### src/rtl/npc_pkg.sv
package npc_pkg;

    typedef enum logic [2:0] {
        CLS_SEQ    = 3'b000,
        CLS_BRANCH = 3'b001,
        CLS_JAL    = 3'b010,
        CLS_JR     = 3'b011,
        CLS_EXEC   = 3'b100,
        CLS_RSV5   = 3'b101,
        CLS_RSV6   = 3'b110,
        CLS_RSV7   = 3'b111
    } npc_cls_e;

    typedef enum logic {
        ST_RUN    = 1'b0,
        ST_BORROW = 1'b1
    } npc_state_e;

endpackage

### src/rtl/npc_cond_eval.sv
module npc_cond_eval #(
    parameter int COND_W = 3
) (
    input  logic [COND_W-1:0] cond,
    input  logic              z,
    input  logic              n,
    input  logic              v,
    output logic              take
);
    localparam int NCOND = 1 << COND_W;

    logic [NCOND-1:0] hit;

    // one result per condition code; the selected one decides the branch
    always_comb begin
        hit    = '0;
        hit[0] = z;
        hit[1] = !z;
        hit[2] = !z && !n;
        hit[3] = n;
        hit[4] = z || (!z && !n);
        hit[5] = n || z;
        hit[6] = v;
        hit[7] = 1'b1;
    end

    assign take = hit[cond];

endmodule

### src/rtl/npc_target_calc.sv
module npc_target_calc #(
    parameter int ADDR_W = 16,
    parameter int BOFS_W = 8,
    parameter int JOFS_W = 12
) (
    input  logic [ADDR_W-1:0] pc,
    input  logic [BOFS_W-1:0] br_ofs,
    input  logic [JOFS_W-1:0] jal_ofs,
    output logic [ADDR_W-1:0] pc_inc,
    output logic [ADDR_W-1:0] br_tgt,
    output logic [ADDR_W-1:0] jal_tgt
);
    localparam int BEXT = ADDR_W - BOFS_W;
    localparam int JEXT = ADDR_W - JOFS_W;
    localparam logic [ADDR_W-1:0] ONE = {{(ADDR_W-1){1'b0}}, 1'b1};

    logic [ADDR_W-1:0] br_sx;
    logic [ADDR_W-1:0] jal_sx;

    assign br_sx   = {{BEXT{br_ofs[BOFS_W-1]}}, br_ofs};
    assign jal_sx  = {{JEXT{jal_ofs[JOFS_W-1]}}, jal_ofs};

    // all sums truncate to ADDR_W bits, giving modulo wrap
    assign pc_inc  = pc + ONE;
    assign br_tgt  = pc_inc + br_sx;
    assign jal_tgt = pc_inc + jal_sx;

endmodule

### src/rtl/npc_fsm.sv
module npc_fsm
    import npc_pkg::*;
#(
    parameter int ADDR_W = 16
) (
    input  logic              clk,
    input  logic              rst,
    input  npc_cls_e          cls,
    input  logic              take,
    input  logic [ADDR_W-1:0] reg_val,
    input  logic [ADDR_W-1:0] pc_inc,
    input  logic [ADDR_W-1:0] br_tgt,
    input  logic [ADDR_W-1:0] jal_tgt,
    output logic [ADDR_W-1:0] pc,
    output logic              borrowed,
    output logic              link_we
);
    npc_state_e        state_q, state_nx;
    logic [ADDR_W-1:0] pc_q, pc_nx;
    logic [ADDR_W-1:0] resume_q, resume_nx;

    // state register
    always_ff @(posedge clk) begin
        if (rst) begin
            state_q  <= ST_RUN;
            pc_q     <= '0;
            resume_q <= '0;
        end else begin
            state_q  <= state_nx;
            pc_q     <= pc_nx;
            resume_q <= resume_nx;
        end
    end

    // next state and next PC
    always_comb begin
        state_nx  = state_q;
        pc_nx     = pc_inc;
        resume_nx = resume_q;
        unique case (state_q)
            ST_RUN: begin
                unique case (cls)
                    CLS_BRANCH: if (take) pc_nx = br_tgt;
                    CLS_JAL:    pc_nx = jal_tgt;
                    CLS_JR:     pc_nx = reg_val;
                    CLS_EXEC: begin
                        pc_nx     = reg_val;
                        resume_nx = pc_inc;
                        state_nx  = ST_BORROW;
                    end
                    default:    pc_nx = pc_inc;
                endcase
            end
            ST_BORROW: begin
                pc_nx    = resume_q;
                state_nx = ST_RUN;
            end
        endcase
    end

    // outputs
    always_comb begin
        borrowed = (state_q == ST_BORROW);
        link_we  = (state_q == ST_RUN) && (cls == CLS_JAL);
        pc       = pc_q;
    end

    AST_ONE_BORROW: assert property (@(posedge clk) disable iff (rst)
        borrowed |=> !borrowed);
    AST_RESUME_ADDR: assert property (@(posedge clk) disable iff (rst)
        (!borrowed && cls == CLS_EXEC) |=> ##1 (pc == $past(pc_inc, 2)));
    AST_LINK_GATED: assert property (@(posedge clk) disable iff (rst)
        borrowed |-> !link_we);

endmodule

### src/rtl/npc_ctrl.sv
module npc_ctrl
    import npc_pkg::*;
#(
    parameter int ADDR_W = 16,
    parameter int COND_W = 3,
    parameter int BOFS_W = 8,
    parameter int JOFS_W = 12
) (
    input  logic              clk,
    input  logic              rst,
    input  logic [2:0]        instr_cls,
    input  logic [COND_W-1:0] br_cond,
    input  logic              flag_z,
    input  logic              flag_n,
    input  logic              flag_v,
    input  logic [ADDR_W-1:0] reg_val,
    input  logic [BOFS_W-1:0] br_ofs,
    input  logic [JOFS_W-1:0] jal_ofs,
    output logic [ADDR_W-1:0] pc,
    output logic [ADDR_W-1:0] link_data,
    output logic              link_we,
    output logic              borrowed
);
    localparam logic [ADDR_W-1:0] ONE = {{(ADDR_W-1){1'b0}}, 1'b1};

    npc_cls_e          cls;
    logic              take;
    logic [ADDR_W-1:0] pc_inc;
    logic [ADDR_W-1:0] br_tgt;
    logic [ADDR_W-1:0] jal_tgt;

    assign cls       = npc_cls_e'(instr_cls);
    assign link_data = pc_inc;

    npc_cond_eval #(.COND_W(COND_W)) u_cond (
        .cond (br_cond),
        .z    (flag_z),
        .n    (flag_n),
        .v    (flag_v),
        .take (take)
    );

    npc_target_calc #(
        .ADDR_W(ADDR_W), .BOFS_W(BOFS_W), .JOFS_W(JOFS_W)
    ) u_tgt (
        .pc      (pc),
        .br_ofs  (br_ofs),
        .jal_ofs (jal_ofs),
        .pc_inc  (pc_inc),
        .br_tgt  (br_tgt),
        .jal_tgt (jal_tgt)
    );

    npc_fsm #(.ADDR_W(ADDR_W)) u_fsm (
        .clk      (clk),
        .rst      (rst),
        .cls      (cls),
        .take     (take),
        .reg_val  (reg_val),
        .pc_inc   (pc_inc),
        .br_tgt   (br_tgt),
        .jal_tgt  (jal_tgt),
        .pc       (pc),
        .borrowed (borrowed),
        .link_we  (link_we)
    );

    AST_RESET_PC: assert property (@(posedge clk) disable iff (rst)
        $past(rst) |-> (pc == '0 && !borrowed));
    AST_SEQ_STEP: assert property (@(posedge clk) disable iff (rst)
        (!borrowed && instr_cls == CLS_SEQ) |=> (pc == $past(pc) + ONE));
    AST_JR_LOAD: assert property (@(posedge clk) disable iff (rst)
        (!borrowed && instr_cls == CLS_JR) |=> (pc == $past(reg_val)));
    AST_EXEC_ENTER: assert property (@(posedge clk) disable iff (rst)
        (!borrowed && instr_cls == CLS_EXEC) |=> (borrowed && pc == $past(reg_val)));
    AST_LINK_VALUE: assert property (@(posedge clk) disable iff (rst)
        link_we |-> (link_data == pc + ONE));

endmodule

### config.mk
export PLATFORM = sky130hd
export DESIGN_NAME = npc_ctrl
export DESIGN_NICKNAME = d
export VERILOG_FILES = /design/src/rtl/npc_pkg.sv /design/src/rtl/npc_cond_eval.sv /design/src/rtl/npc_target_calc.sv /design/src/rtl/npc_fsm.sv /design/src/rtl/npc_ctrl.sv
export SDC_FILE = /design/constraint.sdc
export NUM_CORES = 1
export LEC_CHECK = 0
export BUFFER_PORTS_ARGS = -buffer_cell sky130_fd_sc_hd__buf_2
export CAP_MARGIN = 20
export CORE_UTILIZATION = 60
export DETAILED_ROUTE_END_ITERATION = 6
export PLACE_DENSITY = 0.95
export SLEW_MARGIN = 20
export SYNTH_ARGS = -nofsm -noshare
export SYNTH_HDL_FRONTEND = slang
export SYNTH_SLANG_ARGS = --single-unit
### constraint.sdc
create_clock -name clk -period 8.92 [get_ports clk]
set_clock_uncertainty 0.1 [all_clocks]
set_input_delay 0 -clock clk [delete_from_list [all_inputs] [get_ports clk]]
set_output_delay 0 -clock clk [all_outputs]
set_load 0.1 [all_outputs]
## Yosys cells after proc, flatten, opt, wreduce, memory -nomap -nowiden

Index checks and enable logic that the tools add are counted.
W data, S select, Z words.

- Order comparisons: 1
- Equal/unequal tests: 4
- Add/subtract/negate cells: 3
- Bitwise operators: 1
- Reductions and logical operators: 8
- Muxes and demuxes: 7

Operators by type and width:

| operator | count |
|---|---|
| $pmux W16 S3 | 1 |
| $add A16 B16 Y16 | 2 |
| $pmux W16 S2 | 1 |
| $add A16 B1 Y16 const B | 1 |
| $mux W16 | 1 |
| $eq A3 B2 Y1 const B | 2 |
| $lt A3 B4 Y1 const B | 1 |
| $bmux W1 S3 | 1 |
| $eq A3 B1 Y1 const B | 1 |
| $eq A3 B3 Y1 const B | 1 |
| $logic_and A1 B1 Y1 | 2 |
| $logic_not A1 Y1 | 2 |
| $logic_or A1 B1 Y1 | 2 |
| $mux W1 | 2 |
| $pmux W1 S2 | 1 |
| $reduce_and A2 Y1 | 1 |
| $reduce_or A2 Y1 | 1 |
| $not A1 Y1 | 1 |

- Flip-flop bits (word level): 33
- Logic and storage cells: 27
- Output and inout port bits: 34

## Logic depth before layout (Yosys ltp)

Gate-level depths: netlist of run 1.

- Depth after elaboration: 8
- Gate-level depth with buffers: 13
- Gate-level depth less buffers: 13

## Cells and area by module

A second synthesis of run 1 with hierarchy kept.

- Cell total of the unflattened synthesis: 474
- Area total of the unflattened synthesis: 3,812.4 µm²

Modules (own cells, without submodules):

| module | instances | cells an instance | area an instance (µm²) |
|---|---|---|---|
| npc_fsm | 1 | 257 | 2,060.7 |
| npc_target_calc | 1 | 207 | 1,670.4 |
| npc_cond_eval | 1 | 10 | 81.3 |

## Worst setup path before layout of run 1

OpenSTA, ideal clock, no wires.

- Kind: flip-flop to flip-flop
- Start point: register u_fsm.pc_q[0] (netlist: u_fsm.pc[0])
- End point: register u_fsm.pc_q[15] (netlist: u_fsm.pc[15])
- Period minus slack after synthesis: 5.816 ns
- Data required time: 8.754 ns
- Cell stages (with the launch flop): 14
- Arrival: 5.650 ns
- Library setup time: 0.066 ns
- Setup slack: 3.104 ns
- Cells stage by stage: dfxtp_1 -> ha_1 -> nand3_1 -> nor2_1 -> nand2_1 -> xnor2_1 -> ha_1 -> a2111oi_4 -> o21ai_2 -> a41oi_2 -> o21bai_2 -> o311ai_2 -> or4b_1 -> nand3_1

- Cells in the longest elaborated chain, start to end: 5

Ends and longest elaborated chain:

| element | RTL line | source |
|---|---|---|
| start, declared | npc_fsm.sv:19 | `logic [ADDR_W-1:0] pc_q, pc_nx;` |
| start signal, assigned | npc_fsm.sv:30 | `pc_q <= pc_nx;` |
| $add A16 B1 Y16 (*) | npc_target_calc.sv:24 | `assign pc_inc = pc + ONE;` |
| named net link_data[6] | npc_ctrl.sv:20 | `output logic [ADDR_W-1:0] link_data,` |
| $add A16 B16 Y16 | npc_target_calc.sv:25 | `assign br_tgt = pc_inc + br_sx;` |
| $mux W16 | npc_fsm.sv:43 | `CLS_BRANCH: if (take) pc_nx = br_tgt;` |
| $pmux W16 S3 (*) | npc_fsm.sv:42 | `unique case (cls)` |
| $pmux W16 S2 (*) | npc_fsm.sv:40 | `unique case (state_q)` |

The timed path passes the listed nets; every way through them passes the cells marked *.
A chain may end at the register's enable or synchronous reset.

## Worst setup path after layout of run 1

- Start point: register u_fsm.pc_q[0] (netlist: u_fsm.pc[0])
- End point: register u_fsm.pc_q[15] (netlist: u_fsm.pc[15])

- Cells in the longest elaborated chain, start to end: 5

Ends and longest elaborated chain:

| element | RTL line |
|---|---|
| $add A16 B1 Y16 (*) | npc_target_calc.sv:24 |
| $add A16 B16 Y16 | npc_target_calc.sv:25 |
| $mux W16 | npc_fsm.sv:43 |
| $pmux W16 S3 (*) | npc_fsm.sv:42 |
| $pmux W16 S2 (*) | npc_fsm.sv:40 |

Every way passes the cells marked *; elsewhere a longest branch is shown, timed or not.

==> results by group, run 1 <==
Run status
  – Status: complete, no violations

Clocking
  – Clk root buf: clkbuf_8
  – Worst skew pair latency: 0.28 ns
  – Num CTS Buffers: 5
  – CTS tree: done
  – Clk sink count: 33
  – CTS Buffer Depth: 2
  – Post-CTS setup buffer count: 0
  – CTS H-tree lvls: 2
  – Worst-path clk slew: 0.07 ns

Floorplanning
  – Row count: 27
  – Die H: around 78 microns
  – Die X: 77.8 microns
  – Ports: 81
  – Core area: 0.00551 sq mm
  – Initial Util: a little over three fifths
  – DIE AREA: approximately 0.0061 sq mm

Placement
  – Dpl hpwl: 7730 microns
  – PortBufs: 80
  – Routability cong.: 0.943
  – Placed Instances: around 570

STA
  – Final Hold Viols: 0
  – TNS Setup: 0 ns
  – Fin crit period: roughly 3.8 ns
  – Slew headroom: ~45%
  – Final setup violation count: 0
  – Worst Tran Pin Value: 0.831 ns
  – Maximum clock frequency: approximately 260 MHz
  – Unrepaired setup endpoints after global routing: false
  – Pins Over Slew Limit: 0
  – Hold WS: ~0.051 ns
  – Fin crit share: 43.1%

Setup path
  – Largest fanout on the critical path: 6
  – CP endpoint kind: flop
  – Critical Path, Cell by Cell: ha_1, nand3_1, nor2_1, nand2_1, xnor2_1, ha_1, a2111oi_4, o21ai_2, a41oi_2, o21bai_2, o311ai_2, or4b_1, nand3_1
  – Setup crit start kind: flop
  – CP arrival: 3.97 ns
  – Slowest CP cell: xnor2_1
  – Critical path's largest stage delay: 0.45 ns
  – Worst EP required: 9.04 ns
  – CP Class: reg2reg

Detailed routing
  – Final WL: slightly above 10000 microns
  – DRT iter0 DRCs: roughly 210
  – Detailed-route wire length per cell: 17.5 microns
  – Vias after detailed routing: 3736
  – DRT Pass-1 Iters: 5
  – Residual DRC: 0
  – Final ANT Viol Nets: 0
  – Drt via density: 6.49

Synth
  – Ys Warns: 0
  – Area leader, netlist: dfxtp_1
  – Post-Synthesis Cells: 427
  – Syn_nets: 513
  – Number of flops mapped to enable cells by yosys: 0
  – Cell area after synthesis: 0.00345 sq mm
  – Area contributors post-synth: dfxtp_1, ha_1, xnor2_1, a221oi_1, mux2i_1
  – Syn_area_per_cell: approximately 8.1 sq um
  – Main flop type after synthesis: dfxtp_1
  – Area share of the largest cell type after synthesis: 19.2%
  – Synth cell types: 62
  – Seq cells post-synth: 33
  – Post-synthesis sequential area ratio: 19.2%
  – Asr flop ratio synth: 0%

Cells and area
  – Area grow syn2layout: 17.1%
  – Post-Layout Cell Count: 576
  – Final Util: 73.3%
  – Share of cells above drive strength 1: 20.4%
  – Diodes inserted: 0
  – Total Nets Final: just under 600

GRT
  – Total grt overflow: 0
  – Initial antenna violation count: 0
  – First-pass GRT wire length: about 16000 microns
  – Gr usage total: 33.1%
  – Vias in the first global route: approximately 3500
  – Pin count of the biggest net entering global routing: 37

Pwr
  – Cell area power density: 175 mW/mm^2
  – Leak: 1.84 nW
  – Max IR drop VDD: 170 uV

Flow run
  – Max Cap Viol: 0

Worst hold path
  – Worst Hold Class: in2reg
[power breakdown]
part / total (mW) / internal, mW / switching (mW)
Combinational: 0.394 / 0.115 / 0.278
Sequential: 0.169 / 0.158 / 0.0116
Clock: 0.145 / 0.0910 / 0.0538
Total: 0.708 / 0.364 / 0.344
[synthesized netlist by cell type (all sizes together) (3+ instances only)]
cell type  number
nand3          17
nand4           3
nor2b           8
and4            4
ha             37
a21oi          24
o21bai          3
a21o           13
nor2           36
a22oi           4
a221oi         19
mux2i          15
clkbuf         11
a211oi          9
a221o           7
o2111ai         3
xor2           10
o211ai          4
or3             6
buf             4
nand2b          9
and3            8
inv            26
a31oi           3
o21ai          22
nand2          25
xnor2          23
nor3           12
dfxtp          33
[per-layer routing]
metal  up-vias  part of all wire [%]  global-route usage, %
met3        38                   8.4                   6.35
met2       219                    49                   61.0
met1      1716                    38                   36.0
li1       1763                     -                      -
met5         -                     0                      0
met4         0                   3.7                   15.7
[cell families (layout without fill, tap and decap cells)]
logic type / after synthesis / count (layout) / synth area share, %
flip-flops: 33 / 33 / 19.2
adder cells (fa/ha/maj): 39 / 39 / 14.6
XOR/XNOR: 33 / 33 / 8.38
buffers and inverters: 41 / 118 / 4.75
AO/OA/AOI/OAI: 130 / 130 / 28.6
multiplexers: 15 / 15 / 4.35
AND/OR/NAND/NOR: 136 / 136 / 20.2
[path summary, 6_finish.rpt]
path / start / endpoint / slack, ns / cells past startpoint
setup / recovery: u_fsm.pc[0] / u_fsm.pc[15] / 5.07 / 13
hold / removal: reg_val[0] / u_fsm.pc[0] / 0.05 / 3
setup reg to reg: u_fsm.pc[0] / u_fsm.pc[15] / 5.07 / 13
hold reg to reg: u_fsm.resume_q[0] / u_fsm.pc[0] / 0.39 / 2
[sequential cells by signal, indices dropped and copies added, names as in the netlist]
name            cells
u_fsm.pc           16
u_fsm.resume_q     16
u_fsm.borrowed      1
[critical path: cells and delay by family (launching register included)]
| kind | cells | cell delay [ns] |
|---|---|---|
| and+or+nand+nor | 5 | 1.09 |
| DFF | 1 | 0.40 |
| xor gates and xnor gates | 1 | 0.45 |
| AOI/OAI and AO/OA | 5 | 1.11 |
| adders and majority gates | 2 | 0.63 |
[layout by cell type, fill, tap and decap left out, types with 2 or more instances in the layout]
master         instances
nand4_1                3
xnor2_1               23
xor2_1                10
and4_1                 4
buf_2                 80
ha_1                  37
and3_1                 8
nand2b_1               9
or3_1                  6
and2_1                 2
a22oi_1                4
nor2b_1                8
o21bai_1               2
a21o_1                13
a221oi_1              19
mux2i_1               15
nor2_1                34
nand2_1               24
a211oi_1               9
nor3_1                12
dlygate4sd3_1          3
o21ai_2                2
a21oi_1               23
o2111ai_1              2
o211ai_1               4
clkbuf_8               6
dfxtp_1               33
inv_1                 26
o21ai_0               20
nand3_1               17
a311oi_1               2
nand3b_1               2
a221o_1                7
a31oi_1                3
fa_1                   2
[layout make-up]
cell class              count  area (sq um)
clock inverters             1          30.0
fillers                   412          1470
inverters                  26          97.6
repair buffers             84           438
well taps                  72          90.1
clock buffers               7          86.3
multi-input cells         353          2640
flip-flops and latches     33           661
[timing repair]
| action | in CTS | in global routing |
|---|---|---|
| hold buffers | 3 | 0 |
| gates resized for setup | 0 | 0 |
| hold endpoints to repair | 2 | 0 |
[metrics by stage]
step / total power, mW / setup slack, ns / instance area, sq um
4_1_cts: 0.704 / 5.13 / 4030
3_5_place_dp: 0.558 / 5.20 / 3880
2_1_floorplan: 0.482 / 3.10 / 3450
5_1_grt: 0.742 / 4.77 / 4040
6_report: 0.708 / 5.07 / 4040
3_3_place_gp: 0.549 / 5.35 / 3880
Power figures use the tool's default switching activity.
==> run 2: changes to the inputs <==
CORE_UTILIZATION = 50   (was 60)
PLACE_DENSITY = 0.86   (was 0.95)
clock period = 3.3 ns   (was 8.92 ns; I/O delays follow)
==> run 2 against run 1 <==
Compared with the run above: cell count rose by 2.3%; design area rose by 11%; highest routed layer unchanged; fmax grew 21%; combinational power increased to 2.9 times the previous value; largest cell class unchanged; largest power group unchanged; first-iteration DRC count shrank 20%; via count decreased by 2.8%; worst setup slack worse by 5.0 ns; core utilization is 4.3 points lower; global-route usage is 3.4 points lower.
==> results by group, run 2 (same netlist as run 1, synthesis figures left out) <==
GRT
  – Total grt overflow: 0
  – Initial antenna violation count: 0
  – Vias in the first global route: approximately 3500
  – First-pass GRT wire length: 16900 microns
  – Pin count of the biggest net entering global routing: 34
  – Gr usage total: between 20% and 30%

Worst hold path
  – Worst hold stages: 4
  – Worst Hold Path EP: u_fsm.pc[12]
  – Worst Hold Class: in2reg
  – Hold Startpoint: reg_val[12]

Detailed routing
  – DRT iter0 DRCs: 166
  – Vias after detailed routing: 3630
  – Final WL: 10300 microns
  – Final ANT Viol Nets: 0
  – Residual DRC: 0
  – Drt via density: 6.16
  – DRT Pass-1 Iters: 4
  – Detailed-route wire length per cell: 17.5 microns

Cells and area
  – Diodes inserted: 0
  – Commonest cells after routing, fill and taps aside: buf_2, nor2_1, ha_1
  – Share of cells above drive strength 1: between 20% and 30%
  – Final Util: 69.0%
  – Most common cell after layout, fill and taps aside: buf_2
  – Area grow syn2layout: 30.0%
  – Final-layout fill cell count: 529
  – Total Nets Final: 597

Floorplanning
  – Initial Util: 53.1%
  – Die H: between 80 and 90 microns
  – Die X: 85.0 microns
  – Ports: 81
  – Row count: 29
  – DIE AREA: 0.00723 sq mm
  – Core area: 0.00649 sq mm

STA
  – Worst Tran Pin Value: 0.780 ns
  – Maximum clock frequency: 314 MHz
  – Hold WS: around 0.012 ns
  – PnR worst setup slack: 0.114 ns
  – Final Hold Viols: 0
  – Final setup violation count: 0
  – Pins Over Slew Limit: 0
  – Slew headroom: slightly below 50%
  – Fin crit share: 96.5%
  – Unrepaired setup endpoints after global routing: true
  – Fin crit period: 3.19 ns

Placement
  – Dpl hpwl: 8270 microns
  – PortBufs: 80
  – Routability cong.: approximately 0.91
  – Worst slack, placed: around 0.14 ns

Clocking
  – CTS tree: done
  – Worst skew pair latency: 0.29 ns
  – CTS Buffer Depth: 2
  – CTS H-tree lvls: 2
  – Worst-path clk slew: 0.06 ns
  – Num CTS Buffers: 5
  – Clk sink count: 33
  – Clk root buf: clkbuf_8

Setup path
  – CP arrival: 3.31 ns
  – Setup crit start kind: flop
  – CP Buf/Inv Count: 0
  – CP endpoint kind: flop
  – Crit path max-delay family: simple AND/OR/NAND/NOR gates
  – Reg2reg setup slack: 0.11 ns
  – Largest fanout on the critical path: 6
  – R2r endpoint: u_fsm.pc[15]
  – Slowest CP cell: or4b_1
  – CP Class: reg2reg
  – Worst r2r src: u_fsm.pc[0]
  – Worst EP required: 3.42 ns
  – Critical path's largest stage delay: ~0.45 ns
  – Critical Path, Cell by Cell: ha_4, nand3_4, nor2_4, nand2_1, xnor2_4, ha_2, a21o_1, a41oi_4, o21bai_2, o311ai_2, or4b_1, nand3_1
  – Reg2reg path depth: 12

Pwr
  – Logic pwr share: 57.4%
  – Cell area power density: roughly 440 mW/mm^2
  – Net Sw Frac: between 40% and 50%
  – Sequential share of power: 24.3%
  – Clock power frac: a little under a fifth
  – Max IR drop VDD: 377 uV
  – Psw: 956 uW
  – Leak: 1.96 nW
  – Int Pwr: 1.02 mW

Run status
  – Status: complete, no violations

Flow run
  – Max Cap Viol: 0
[run 2: what timing repair did]
item | 4_1_cts | 5_1_grt
setup buffers | 0 | 2
hold endpoints to repair | 1 | 0
resized for setup | 0 | 4
endpoints found under the setup margin | 0 | 4
hold buffers | 1 | 0
[run 2: how the worst max path moves through the flow]
stage                   endpoint   startpoint  slack, ns  cells after the start
floorplan           u_fsm.pc[15]  u_fsm.pc[0]      -0.49                     13
global placement    u_fsm.pc[15]  u_fsm.pc[0]       0.22                     13
detailed placement  u_fsm.pc[15]  u_fsm.pc[0]       0.14                     13
CTS                 u_fsm.pc[15]  u_fsm.pc[0]       0.11                     13
global route        u_fsm.pc[15]  u_fsm.pc[0]      -0.05                     12
finish              u_fsm.pc[15]  u_fsm.pc[0]       0.11                     12
[run 2: final cells by class]
cell class,count,area (sq um),share of cell area [%]
Inverter,26,97.6,2.18
Clock inverter,2,33.8,0.754
Sequential cell,33,696,15.5
Multi-Input combinational cell,353,2990,66.8
Tap cell,77,96.3,2.15
Clock buffer,6,72.6,1.62
Timing Repair Buffer,92,493,11.0
[run 2: per-stage QoR]
step | TNS (ns) | total power [mW] | cells | area, sq um
2_1_floorplan | -2.30 | 1.38 | 427 | 3830
6_report | 0 | 1.98 | 589 | 4480
4_1_cts | 0 | 1.97 | 587 | 4450
3_3_place_gp | 0 | 1.58 | 578 | 4330
5_1_grt | -0.0513 | 2.09 | 589 | 4480
3_5_place_dp | 0 | 1.60 | 578 | 4330
[run 2: layer usage]
layer  share of wire, %  global-route usage (%)
met5                  0                       0
met1                 41                    33.7
met4                3.9                    13.4
met2                 50                    52.7
met3                5.2                    6.81
[run 2: power by group through the flow]
stage	registers [mW]	clock network, mW	logic (mW)
floorplan	0.648	0	0.729
global placement	0.488	0	1.09
detailed placement	0.490	0	1.11
CTS	0.481	0.368	1.12
global route	0.487	0.390	1.21
finish	0.481	0.363	1.14
[run 2: worst min-delay path, stage by stage]
cell and delay [ns]:
buf_2 0.08, a221oi_1 0.06, o21ai_0 0.11, o2bb2ai_1 0.11
==> run 3: changes to the inputs <==
CAP_MARGIN = unset   (was 20)
CORE_UTILIZATION = 40   (was 50)
PLACE_DENSITY = 0.73   (was 0.86)
==> run 3 against run 2 <==
Compared with the run above: sequential share of layout area fell by 0.15 points; global-route usage down 5.2 points; non-clock buffer count rose by 2; sequential power barely moved; core utilization decreased by 14 points; combinational power is essentially flat; critical path type unchanged; largest power group unchanged.
==> results by group, run 3 (same netlist as run 1, synthesis figures left out) <==
Run status
  – Status: complete, no violations

Detailed routing
  – DRT iter0 DRCs: 277
  – Detailed-route wire length per cell: 17.3 microns
  – Final ANT Viol Nets: 0
  – Final WL: 10700 microns
  – Drt via density: 5.85
  – DRT Pass-1 Iters: 5
  – Residual DRC: 0
  – Vias after detailed routing: 3630

GRT
  – Initial antenna violation count: 1
  – Pin count of the biggest net entering global routing: 36
  – Gr usage total: 24.4%
  – First-pass GRT wire length: 17100 microns
  – Total grt overflow: 0
  – Vias in the first global route: 3444

Setup path
  – CP arrival: about 3.3 ns
  – CP endpoint kind: flop
  – CP Class: reg2reg
  – Setup crit start kind: flop
  – Crit path max-delay family: simple AND/OR/NAND/NOR gates
  – Critical path's largest stage delay: ~0.45 ns
  – Worst EP required: 3.43 ns
  – CP Buf/Inv Count: 1
  – Slowest CP cell: or4b_1
  – Crit path from: u_fsm.pc[0]
  – Critical Path, Cell by Cell: ha_4, nand3_4, nor2_4, buf_4, nand2_1, xnor2_4, ha_1, a21o_1, a41oi_4, o21bai_2, o311ai_2, or4b_1, nand3_1
  – Largest fanout on the critical path: 6
  – Worst r2r src: u_fsm.pc[0]

STA
  – PnR worst setup slack: 0.140 ns
  – Fin crit share: 95.8%
  – Final setup violation count: 0
  – Pins Over Slew Limit: 0
  – Slew headroom: ~50%
  – Fin crit period: around 3.2 ns
  – Final Hold Viols: 0
  – Worst Tran Pin Value: 0.753 ns
  – Maximum clock frequency: around 320 MHz

Flow run
  – Max Cap Viol: 0

Placement
  – Placed Instances: 604
  – Worst slack, placed: 0.112 ns
  – Dpl hpwl: 8420 microns
  – Routability cong.: 0.962
  – PortBufs: 80

Floorplanning
  – Die X: 94.9 microns
  – Die H: 94.9 microns
  – Ports: 81
  – DIE AREA: 0.00900 sq mm
  – Row count: 33
  – Core area: 0.00830 sq mm
  – Initial Util: 41.5%

Cells and area
  – Share of cells above drive strength 1: 30.4%
  – Most common cell after layout, fill and taps aside: buf_2
  – Post-Layout Cell Count: 620
  – Final Util: 54.5%
  – Total Nets Final: 599
  – Area grow syn2layout: 31.3%
  – Commonest cells after routing, fill and taps aside: buf_2, nor2_1, ha_1

Clocking
  – Clk sink count: 33
  – CTS Buffer Depth: 2
  – Worst skew pair latency: 0.28 ns
  – Clk root buf: clkbuf_8
  – CTS H-tree lvls: 2
  – CTS tree: done
  – Num CTS Buffers: 5
  – Worst-path clk slew: 0.07 ns

Pwr
  – Cell area power density: 423 mW/mm^2
  – Leak: just under 2 nW
  – Max IR drop VDD: 506 uV

Worst hold path
  – Hold Startpoint: reg_val[12]
  – Worst Hold Class: in2reg
## run 3: cell types whose count changed in the layout (fill, tap and decap cells not counted), sizes merged
| cell | delta |
|---|---|
| diode | +1 |
| bufinv | -1 |
| buf | +2 |
| clkbuf | +1 |
## run 3: what timing repair did
item                                   CTS  global route
endpoints found under the hold margin    1             0
setup endpoints to repair                0             4
gates resized for setup                  0             6
hold buffers                             1             0
buffers inserted                         0             6
## run 3: through the flow
stage / hold slack (ns) / power (mW) / setup TNS (ns) / cell area (sq um)
2_1_floorplan: 0.101 / 1.38 / -2.30 / 3830
3_3_place_gp: 0.257 / 1.58 / 0 / 4350
3_5_place_dp: 0.255 / 1.60 / 0 / 4350
4_1_cts: 0.0103 / 1.90 / 0 / 4440
5_1_grt: 0.0275 / 2.02 / -0.0362 / 4520
6_report: 0.00718 / 1.91 / 0 / 4530
## run 3: where the power goes
part	switching, mW	internal [mW]	leakage (nW)
clock	0.145	0.148	0.0422
combinational	0.767	0.370	1.65
sequential	0.0518	0.431	0.276
total	0.964	0.949	1.97
## run 3: final timing paths
check                                     to  slack, ns  cells past startpoint
worst max-delay path            u_fsm.pc[15]       0.14                     13
worst min-delay path            u_fsm.pc[12]      0.007                      4
worst max register to register  u_fsm.pc[15]       0.14                     13
worst min register to register   u_fsm.pc[2]       0.37                      2
## run 3: layer usage
metal / up-vias / GRT usage (%) / part of all wire, %
li1: 1780 / - / -
met1: 1716 / 30.7 / 44
met2: 118 / 43.7 / 50
met3: 16 / 3.78 / 4.8
met4: 0 / 5.30 / 1.5
met5: - / 0 / 0
## run 3: area by class of cell
cell class,instances,area [sq um]
flip-flops and latches,33,696
fillers,780,3770
diodes,1,2.50
clock buffers,7,76.3
repair buffers,94,508
inverters,26,97.6
clock inverters,1,5.00
well taps,105,131
multi-input cells,353,3010
## run 3: worst reg2reg max path, stage by stage (launching register included)
cell	delay, ns
dfxtp_4	0.38
ha_4	0.17
nand3_4	0.11
nor2_4	0.14
buf_4	0.12
nand2_1	0.11
xnor2_4	0.24
ha_1	0.36
a21o_1	0.24
a41oi_4	0.24
o21bai_2	0.13
o311ai_2	0.21
or4b_1	0.45
nand3_1	0.09
